`src/rtl/edid_rdr_pkg.sv`:
```
package edid_rdr_pkg;
  localparam int DATA_W = 32;

  localparam logic [1:0] REG_PSEL = 2'd0;
  localparam logic [1:0] REG_CMD  = 2'd1;
  localparam logic [1:0] REG_STAT = 2'd2;
  localparam logic [1:0] REG_DATA = 2'd3;

  localparam int ST_ACTIVE  = 9;
  localparam int ST_TIMEOUT = 10;
  localparam int ST_READY   = 11;
  localparam int ST_INT     = 12;
  localparam int ST_WAIT    = 14;
  localparam int ST_INUSE   = 15;

  localparam int CMD_READ   = 0;
  localparam int CMD_INDEX  = 26;
  localparam int CMD_SWRDY  = 30;
  localparam int CMD_CLRINT = 31;

  localparam logic [6:0] TARGET_ADDR = 7'h50;

  typedef enum logic [1:0] {
    PH_IDLE = 2'd0,
    PH_DATA = 2'd1,
    PH_WAIT = 2'd2
  } phase_e;

  typedef struct packed {
    logic       fetch;
    logic [2:0] fetchCount;
    logic       fetchOk;
    logic       rdClear;
    logic       wrLoad;
    logic [7:0] loadVal;
    logic       wrClear;
  } dp_strobe_t;
endpackage

```
`src/rtl/edid_rdr_datapath.sv`:
```
module edid_rdr_datapath
  import edid_rdr_pkg::*;
#(
  parameter int DEPTH = 128,
  parameter int LANES = 4
) (
  input  logic                     clk,
  input  logic                     rstN,
  input  dp_strobe_t               strobe,
  input  logic                     romWrEn,
  input  logic [$clog2(DEPTH)-1:0] romAddr,
  input  logic [7:0]               romData,
  output logic [7:0]               ptr,
  output logic [LANES*8-1:0]       wordOut
);
  localparam int AW = $clog2(DEPTH);

  logic [7:0]         mem [DEPTH];
  logic [LANES*8-1:0] dataReg;
  logic [LANES*8-1:0] mergedWord;
  logic [LANES-1:0]   laneHit;
  logic [7:0]         advance;
  logic [7:0]         ptrNext;

  always_ff @(posedge clk) begin
    if (romWrEn) mem[romAddr] <= romData;
  end

  for (genvar i = 0; i < LANES; i++) begin : g_lane
    logic [8:0] idx;
    logic       inChunk;
    assign idx        = {1'b0, ptr} + 9'(i);
    assign inChunk    = 3'(i) < strobe.fetchCount;
    assign laneHit[i] = inChunk && strobe.fetchOk && (idx < 9'(DEPTH));
    assign mergedWord[8*i +: 8] = inChunk ? (laneHit[i] ? mem[idx[AW-1:0]] : 8'h00)
                                          : dataReg[8*i +: 8];
  end

  always_comb begin
    advance = '0;
    for (int k = 0; k < LANES; k++) advance = advance + 8'(laneHit[k]);
  end

  always_comb begin
    ptrNext = ptr;
    if (strobe.fetch)   ptrNext = ptr + advance;
    if (strobe.rdClear) ptrNext = '0;
    if (strobe.wrLoad)  ptrNext = strobe.loadVal;
    if (strobe.wrClear) ptrNext = '0;
  end

  always_ff @(posedge clk) begin
    if (!rstN) begin
      ptr     <= '0;
      dataReg <= '0;
    end else begin
      ptr <= ptrNext;
      if (strobe.fetch) dataReg <= mergedWord;
    end
  end

  assign wordOut = strobe.fetch ? mergedWord : dataReg;

  // a plain fetch never moves the pointer backwards
  p_ptr_mono_r6: assert property (@(posedge clk) disable iff (!rstN)
    (strobe.fetch && !strobe.rdClear && !strobe.wrLoad && !strobe.wrClear)
      |=> (ptr >= $past(ptr)));

  // the pointer stops at the end of the record
  p_ptr_bound_r9: assert property (@(posedge clk) disable iff (!rstN)
    (strobe.fetch && !strobe.rdClear && !strobe.wrLoad && !strobe.wrClear && ptr >= 8'(DEPTH))
      |=> $stable(ptr));
endmodule

```
`src/rtl/edid_rdr_ctrl.sv`:
```
module edid_rdr_ctrl
  import edid_rdr_pkg::*;
#(
  parameter int NUM_PORTS = 8,
  parameter int LANES     = 4
) (
  input  logic                 clk,
  input  logic                 rstN,
  input  logic                 rdEn,
  input  logic [1:0]           rdAddr,
  input  logic                 wrEn,
  input  logic [1:0]           wrAddr,
  input  logic [DATA_W-1:0]    wrData,
  input  logic [NUM_PORTS-1:0] portPresent,
  input  logic [NUM_PORTS-1:0] portIsDp,
  input  logic [7:0]           ptr,
  input  logic [LANES*8-1:0]   wordOut,
  output dp_strobe_t           strobe,
  output logic [DATA_W-1:0]    rdData,
  output phase_e               phase
);
  localparam int SEL_W = $clog2(NUM_PORTS);

  logic [DATA_W-1:0] portSel, cmdReg, status;
  logic              slaveSel, avail;
  logic [8:0]        total;
  logic [2:0]        cycleType;
  logic signed [9:0] remaining;
  logic              dataRd, lastChunk, statRd;
  logic              pselWr, cmdWr, cmdLive, clrRelease, stopClear;
  logic [2:0]        newCode, oldCode;
  logic [SEL_W-1:0]  newSel;
  logic              availAfterRd;

  assign remaining  = $signed({1'b0, total}) - $signed({2'b0, ptr});
  assign dataRd     = rdEn && rdAddr == REG_DATA && cmdReg[CMD_READ] && remaining > 0;
  assign lastChunk  = dataRd && remaining <= 10'sd4;
  assign statRd     = rdEn && rdAddr == REG_STAT;
  assign pselWr     = wrEn && wrAddr == REG_PSEL;
  assign cmdWr      = wrEn && wrAddr == REG_CMD;
  assign cmdLive    = cmdWr && !cmdReg[CMD_CLRINT];
  assign clrRelease = cmdWr && cmdReg[CMD_CLRINT] && !wrData[CMD_CLRINT];
  assign newCode    = wrData[27:25];
  assign oldCode    = cmdReg[27:25];
  assign stopClear  = cmdLive && newCode == 3'd4 && oldCode != 3'd0;
  assign newSel     = wrData[SEL_W-1:0];
  assign availAfterRd = lastChunk ? 1'b0 : avail;

  always_comb begin
    strobe.fetch      = dataRd;
    strobe.fetchCount = (remaining >= 10'sd4) ? 3'd4 : remaining[2:0];
    strobe.fetchOk    = slaveSel && avail;
    strobe.rdClear    = lastChunk;
    strobe.wrLoad     = cmdLive && wrData[CMD_INDEX];
    strobe.loadVal    = wrData[15:8];
    strobe.wrClear    = pselWr || stopClear;
  end

  always_comb begin
    rdData = '0;
    if (rdEn) begin
      case (rdAddr)
        REG_PSEL: rdData = portSel;
        REG_CMD:  rdData = cmdReg;
        REG_STAT: rdData = status;
        default:  rdData = wordOut;
      endcase
    end
  end

  always_ff @(posedge clk) begin
    if (!rstN) begin
      portSel   <= '0;
      cmdReg    <= '0;
      status    <= DATA_W'(1) << ST_READY;
      slaveSel  <= 1'b0;
      avail     <= 1'b0;
      total     <= '0;
      cycleType <= '0;
      phase     <= PH_IDLE;
    end else begin
      // read side effects first
      if (statRd) status[ST_INUSE] <= 1'b1;
      if (lastChunk) begin
        phase     <= cycleType[2] ? PH_IDLE : PH_WAIT;
        slaveSel  <= 1'b0;
        avail     <= 1'b0;
        total     <= '0;
        cycleType <= '0;
      end
      // write side effects override
      if (pselWr) begin
        portSel   <= wrData;
        slaveSel  <= 1'b0;
        avail     <= 1'b0;
        total     <= '0;
        cycleType <= '0;
        phase     <= PH_IDLE;
        if (newSel != '0) begin
          status[ST_ACTIVE] <= 1'b0;
          status[ST_READY]  <= 1'b1;
          status[ST_WAIT]   <= 1'b1;
          if (portPresent[newSel] && !portIsDp[newSel]) begin
            avail               <= 1'b1;
            status[ST_TIMEOUT]  <= 1'b0;
          end else begin
            status[ST_TIMEOUT]  <= 1'b1;
          end
        end
      end
      if (clrRelease) begin
        cmdReg[CMD_CLRINT] <= 1'b0;
        status <= (DATA_W'(1) << ST_READY) | (availAfterRd ? '0 : (DATA_W'(1) << ST_TIMEOUT));
        phase  <= PH_IDLE;
      end
      if (cmdLive) begin
        if (wrData[CMD_CLRINT]) begin
          status[ST_INT]   <= 1'b0;
          status[ST_READY] <= 1'b1;
        end
        total     <= wrData[24:16];
        cycleType <= newCode;
        if (wrData[7:1] == TARGET_ADDR) slaveSel <= 1'b1;
        if (newCode[0]) begin
          phase             <= PH_DATA;
          status[ST_ACTIVE] <= 1'b1;
        end else if (stopClear) begin
          slaveSel          <= 1'b0;
          avail             <= 1'b0;
          total             <= '0;
          cycleType         <= '0;
          phase             <= PH_IDLE;
          status[ST_ACTIVE] <= 1'b0;
        end
        cmdReg <= wrData & ~(DATA_W'(1) << CMD_SWRDY);
      end
      if (wrEn && wrAddr == REG_STAT && wrData[ST_INUSE]) status[ST_INUSE] <= 1'b0;
    end
  end

  // a status read leaves in-use set unless a same-cycle write removes it
  p_inuse_set_r10: assert property (@(posedge clk) disable iff (!rstN)
    (statRd && !(wrEn && wrAddr == REG_STAT) && !clrRelease) |=> status[ST_INUSE]);

  // data cycle codes open the data phase
  p_data_active_r5: assert property (@(posedge clk) disable iff (!rstN)
    (cmdLive && wrData[25]) |=> (status[ST_ACTIVE] && phase == PH_DATA));

  // stop after a real cycle returns to idle
  p_stop_idle_r5: assert property (@(posedge clk) disable iff (!rstN)
    stopClear |=> (phase == PH_IDLE && !status[ST_ACTIVE] && !slaveSel && total == 9'd0));

  // a port-select write drops the transfer state
  p_psel_clear_r2: assert property (@(posedge clk) disable iff (!rstN)
    pselWr |=> (!slaveSel && total == 9'd0 && cycleType == 3'd0));

  // the final chunk leaves the data phase when no write interferes
  p_final_r8: assert property (@(posedge clk) disable iff (!rstN)
    (lastChunk && !wrEn) |=> (phase != PH_DATA && total == 9'd0));

  // the software-ready bit never sticks in the command register
  p_swrdy_r3: assert property (@(posedge clk) disable iff (!rstN)
    cmdLive |=> !cmdReg[CMD_SWRDY]);
endmodule

```
`src/rtl/edid_bus_reader.sv`:
```
module edid_bus_reader
  import edid_rdr_pkg::*;
#(
  parameter int NUM_PORTS = 8,
  parameter int DEPTH     = 128,
  parameter int LANES     = 4
) (
  input  logic                     clk,
  input  logic                     rstN,
  input  logic                     rdEn,
  input  logic [1:0]               rdAddr,
  output logic [31:0]              rdData,
  input  logic                     wrEn,
  input  logic [1:0]               wrAddr,
  input  logic [31:0]              wrData,
  input  logic [NUM_PORTS-1:0]     portPresent,
  input  logic [NUM_PORTS-1:0]     portIsDp,
  input  logic                     romWrEn,
  input  logic [$clog2(DEPTH)-1:0] romAddr,
  input  logic [7:0]               romData,
  output logic [1:0]               busPhase
);
  dp_strobe_t         strobe;
  logic [7:0]         ptr;
  logic [LANES*8-1:0] wordOut;
  phase_e             phase;

  edid_rdr_ctrl #(.NUM_PORTS(NUM_PORTS), .LANES(LANES)) i_ctrl (
    .clk(clk), .rstN(rstN), .rdEn(rdEn), .rdAddr(rdAddr), .wrEn(wrEn),
    .wrAddr(wrAddr), .wrData(wrData), .portPresent(portPresent),
    .portIsDp(portIsDp), .ptr(ptr), .wordOut(wordOut), .strobe(strobe),
    .rdData(rdData), .phase(phase)
  );

  edid_rdr_datapath #(.DEPTH(DEPTH), .LANES(LANES)) i_dp (
    .clk(clk), .rstN(rstN), .strobe(strobe), .romWrEn(romWrEn),
    .romAddr(romAddr), .romData(romData), .ptr(ptr), .wordOut(wordOut)
  );

  assign busPhase = phase;
endmodule

```
`config.mk`:
```
export PLATFORM = sky130hd
export DESIGN_NAME = edid_bus_reader
export DESIGN_NICKNAME = d
export VERILOG_FILES = /design/src/rtl/edid_rdr_pkg.sv /design/src/rtl/edid_rdr_datapath.sv /design/src/rtl/edid_rdr_ctrl.sv /design/src/rtl/edid_bus_reader.sv
export SDC_FILE = /design/constraint.sdc
export NUM_CORES = 2
export LEC_CHECK = 0
export BUFFER_PORTS_ARGS = -buffer_cell sky130_fd_sc_hd__buf_2
export CAP_MARGIN = 5
export CORE_MARGIN = 4
export CORE_UTILIZATION = 45
export DETAILED_ROUTE_END_ITERATION = 8
export PLACE_DENSITY = 0.61
export SLEW_MARGIN = 30
export SYNTH_ARGS = -nofsm -noshare
export SYNTH_HDL_FRONTEND = slang
export SYNTH_SLANG_ARGS = --single-unit
```
`constraint.sdc`:
```
create_clock -name clk -period 15.2 [get_ports clk]
set_input_delay 1.52 -clock clk [delete_from_list [all_inputs] [get_ports clk]]
set_output_delay 1.52 -clock clk [all_outputs]
set_load 0.005 [all_outputs]
```
==> summary.txt <==
Floorplan
  – CORE AREA: approximately 160,000 um2
  – Cell row count: between 100 and 150
  – Initial Util: around 45%
  – Die area: ~160,000 um2
  – Die width: 406 um
  – Top Ports: 106
  – Chip height: between 400 and 500 um

Layout
  – Commonest non-fill, non-tap cell in the layout: mux4_2
  – Fill count: 12,800
  – Net count, final: 4,581
  – Cell Count, Final, Fillers Out: ~6,700
  – Most frequent cells in the layout: 1,064 x mux4_2, 1,024 x edfxtp_1, 333 x nand2_1
  – Layout area overhead: 10.9%
  – Share of post-route cells with drive strength above 1: around two fifths
  – Fin area: approximately 79,000 um2

Timing
  – RSZ-0062 raised after global routing: false
  – Fmax: around 0.12 GHz
  – Slew margin rel.: a little under a quarter
  – Post-Route Skew: slightly below 0.03 ns
  – Setup slack after layout: between 6 and 7 ns
  – Final setup viols: 0
  – Max-slew violation count: 0
  – Least-Margin Pin Slew: around 1.1 ns
  – Final Hold Vio Count: 0
  – Final period utilization: between 50% and 60%
  – Final TNS setup: 0 ns
  – Time the worst path needs with I/O delays and setup: ~8.6 ns

Routing
  – Vias per cell: 7.43
  – ANT nets after route: 0
  – WL/cell: approximately 40 um
  – Total wire length: 261 mm
  – DR pass1 iterations: 6
  – First DRT Iteration DRCs: 7,508
  – Drt drc: 0
  – Via count: just under 50,000

Setup path
  – WP data required: between 10 and 15 ns
  – Critical Path Fanout Max: between 40 and 50
  – Setup crit end kind: primary output
  – Crit Path Category: flop to primary output
  – FF-to-FF setup slack: between 8 and 9 ns
  – Critical Path AT: just over 7 ns
  – CP Launch Type: flop

Global routing
  – Number of global-route vias before repair: between 40,000 and 50,000
  – Initial antenna violation count: 19
  – GR Util All Layers: a little under a third
  – Largest net degree at the start of global routing: roughly 130
  – First-pass GRT wire length: 366 mm
  – Total grt overflow: 0

Yosys
  – Post-synthesis sequential area ratio: 46.9%
  – Synth Net Count: 4,538
  – Mean post-synth cell area: roughly 16 um2
  – Cell Area, Synth: between 70,000 and 80,000 um2
  – Library cells used by synthesis: 80
  – Synthesis Warnings: 0
  – #FFs+latches synth: ~1,200
  – Dominant synthesized flop cell: edfxtp_1
  – Number of synthesized flops with an enable pin: approximately 1,000
  – Asr flop ratio synth: 0%
  – Post-synthesis cell count: about 4,400

Place
  – Pre-CTS setup slack: about 7.4 ns
  – Inst Count DP: about 6,400
  – Dpl hpwl: roughly 170 mm
  – PortBufs: slightly above 100
  – Post-DP Area: around 74,000 um2
  – Gpl congestion: 0.994

Clock tree
  – H-tree depth: 4
  – CTS tree: yes
  – Reg clk slew, reported paths: around 0.06 ns
  – Clock sinks: approximately 1,200
  – Number of CTS-inserted buffers: roughly 130
  – Root Driver: clkbuf_16
  – Postcts setup bufs: 0
  – Worst-skew pair later-pin latency: ~0.8 ns
  – Clock buffer depth: 3
  – Hold-fix buffers at CTS: 0
  – Post-CTS sizing: 0

Run status
  – Outcome: finished, final reports clean

Power
  – Total power draw: 7550 uW
  – Worst VDD drop: about 0.12 mV
  – Pwr dens: 95.6 nW/um2
  – Leakage: roughly 0.023 uW

Min path
  – Hold Path Class: flop to flop

Run
  – Max-Cap Viols: 0
## metal layers
layer	global-route usage [%]	part of all wire (%)	wire length (um)
met5	0	0.022	57
met2	46.7	45	116000
met1	40.8	35	91100
met4	18.3	6.7	17500
met3	11.3	14	36000
## report_power, final
part,internal (uW),switching [uW]
Combinational,326,536
Clock,1830,1370
Sequential,3470,22.5
Total,5620,1930
## stage by stage
step	hold slack (ns)	util (%)
after floorplan	0.410	-
after global placement	0.428	47.5
after detailed placement	0.433	47.6
after CTS	0.447	50.3
after global routing	0.468	50.4
final	0.450	50.4
## final cells by class
type | instances | area (um2) | share of cell area, %
tap | 2058 | 2570 | 3.26
clock buffer | 159 | 3580 | 4.54
timing repair buffer | 316 | 2340 | 2.96
clock inverter | 82 | 684 | 0.868
inverter | 37 | 139 | 0.176
antenna | 14 | 35.0 | 0.0444
sequential | 1154 | 33400 | 42.3
multi-input combinational | 2846 | 36200 | 45.8
## cells in the mapped netlist, types with 8 or more instances
cell	count	area share [%]
buf_6	8	0.13
inv_1	34	0.18
nand4_1	29	0.26
mux4_2	1064	34
a22oi_1	37	0.39
a21o_1	15	0.16
a21oi_1	116	0.82
dfxtp_1	130	3.7
o221ai_1	42	0.52
a22o_1	9	0.11
nand3_1	126	0.89
mux2_2	128	2.0
or3_1	8	0.070
nor3_1	53	0.37
and3_1	8	0.070
nand2b_1	9	0.079
nor2_1	188	0.99
ha_1	17	0.30
o41ai_1	8	0.099
xnor2_1	21	0.26
o22ai_1	136	1.2
a31oi_1	22	0.19
nand2_1	335	1.8
clkbuf_1	187	0.99
buf_4	25	0.26
o21ai_0	25	0.18
mux2i_1	243	3.4
a221o_1	14	0.20
nor2b_1	18	0.16
edfxtp_1	1024	43
a32oi_1	15	0.18
nor4_1	16	0.14
buf_1	37	0.20
and2_1	10	0.088
or4_1	9	0.095
buf_2	152	1.1
a211oi_1	17	0.18
## registers in the layout (all words and copies together) (netlist names), named ones only
| name | flops |
|---|---|
| i_dp.dataReg | 32 |
| i_ctrl.status | 6 |
| i_ctrl.avail | 1 |
| i_dp.mem | 1024 |
| i_ctrl.slaveSel | 1 |
| i_ctrl.cycleType | 1 |
| i_ctrl.portSel | 32 |
| i_ctrl.phase | 2 |
| i_dp.ptr | 8 |
| i_ctrl.total | 9 |
| i_ctrl.cmdReg | 31 |
## kinds of logic after synthesis
kind of cell,after synthesis,share of synthesized area [%]
buf+inv,446,2.84
compound gates,533,5.16
mux,1435,39.1
simple gates,831,5.23
xor+xnor,27,0.343
fa+ha+maj,20,0.384
flops,1154,46.9
## critical path, stage by stage, from the launching register on
cell and delay, ns:
dfxtp_4 0.79, inv_1 0.36, ha_4 0.75, buf_4 0.69, buf_4 0.75, mux4_2 0.60
mux4_2 0.53, mux4_2 0.49, mux2i_1 0.55, a2111oi_1 0.21, a221o_1 0.34, buf_2 0.14
## final timing paths
kind,to,startpoint,depth (start not counted)
max,rdData[31],i_dp.ptr[1]$_SDFFE_PP0N_,11
min,i_ctrl.status[12]$_SDFF_PN0_,i_ctrl.status[12]$_SDFF_PN0_,2
max reg2reg,i_dp.dataReg[31]$_SDFF_PN0_,i_dp.ptr[1]$_SDFFE_PP0N_,11
min reg2reg,i_ctrl.status[12]$_SDFF_PN0_,i_ctrl.status[12]$_SDFF_PN0_,2
No activity file was read; power rests on OpenSTA's default activity.
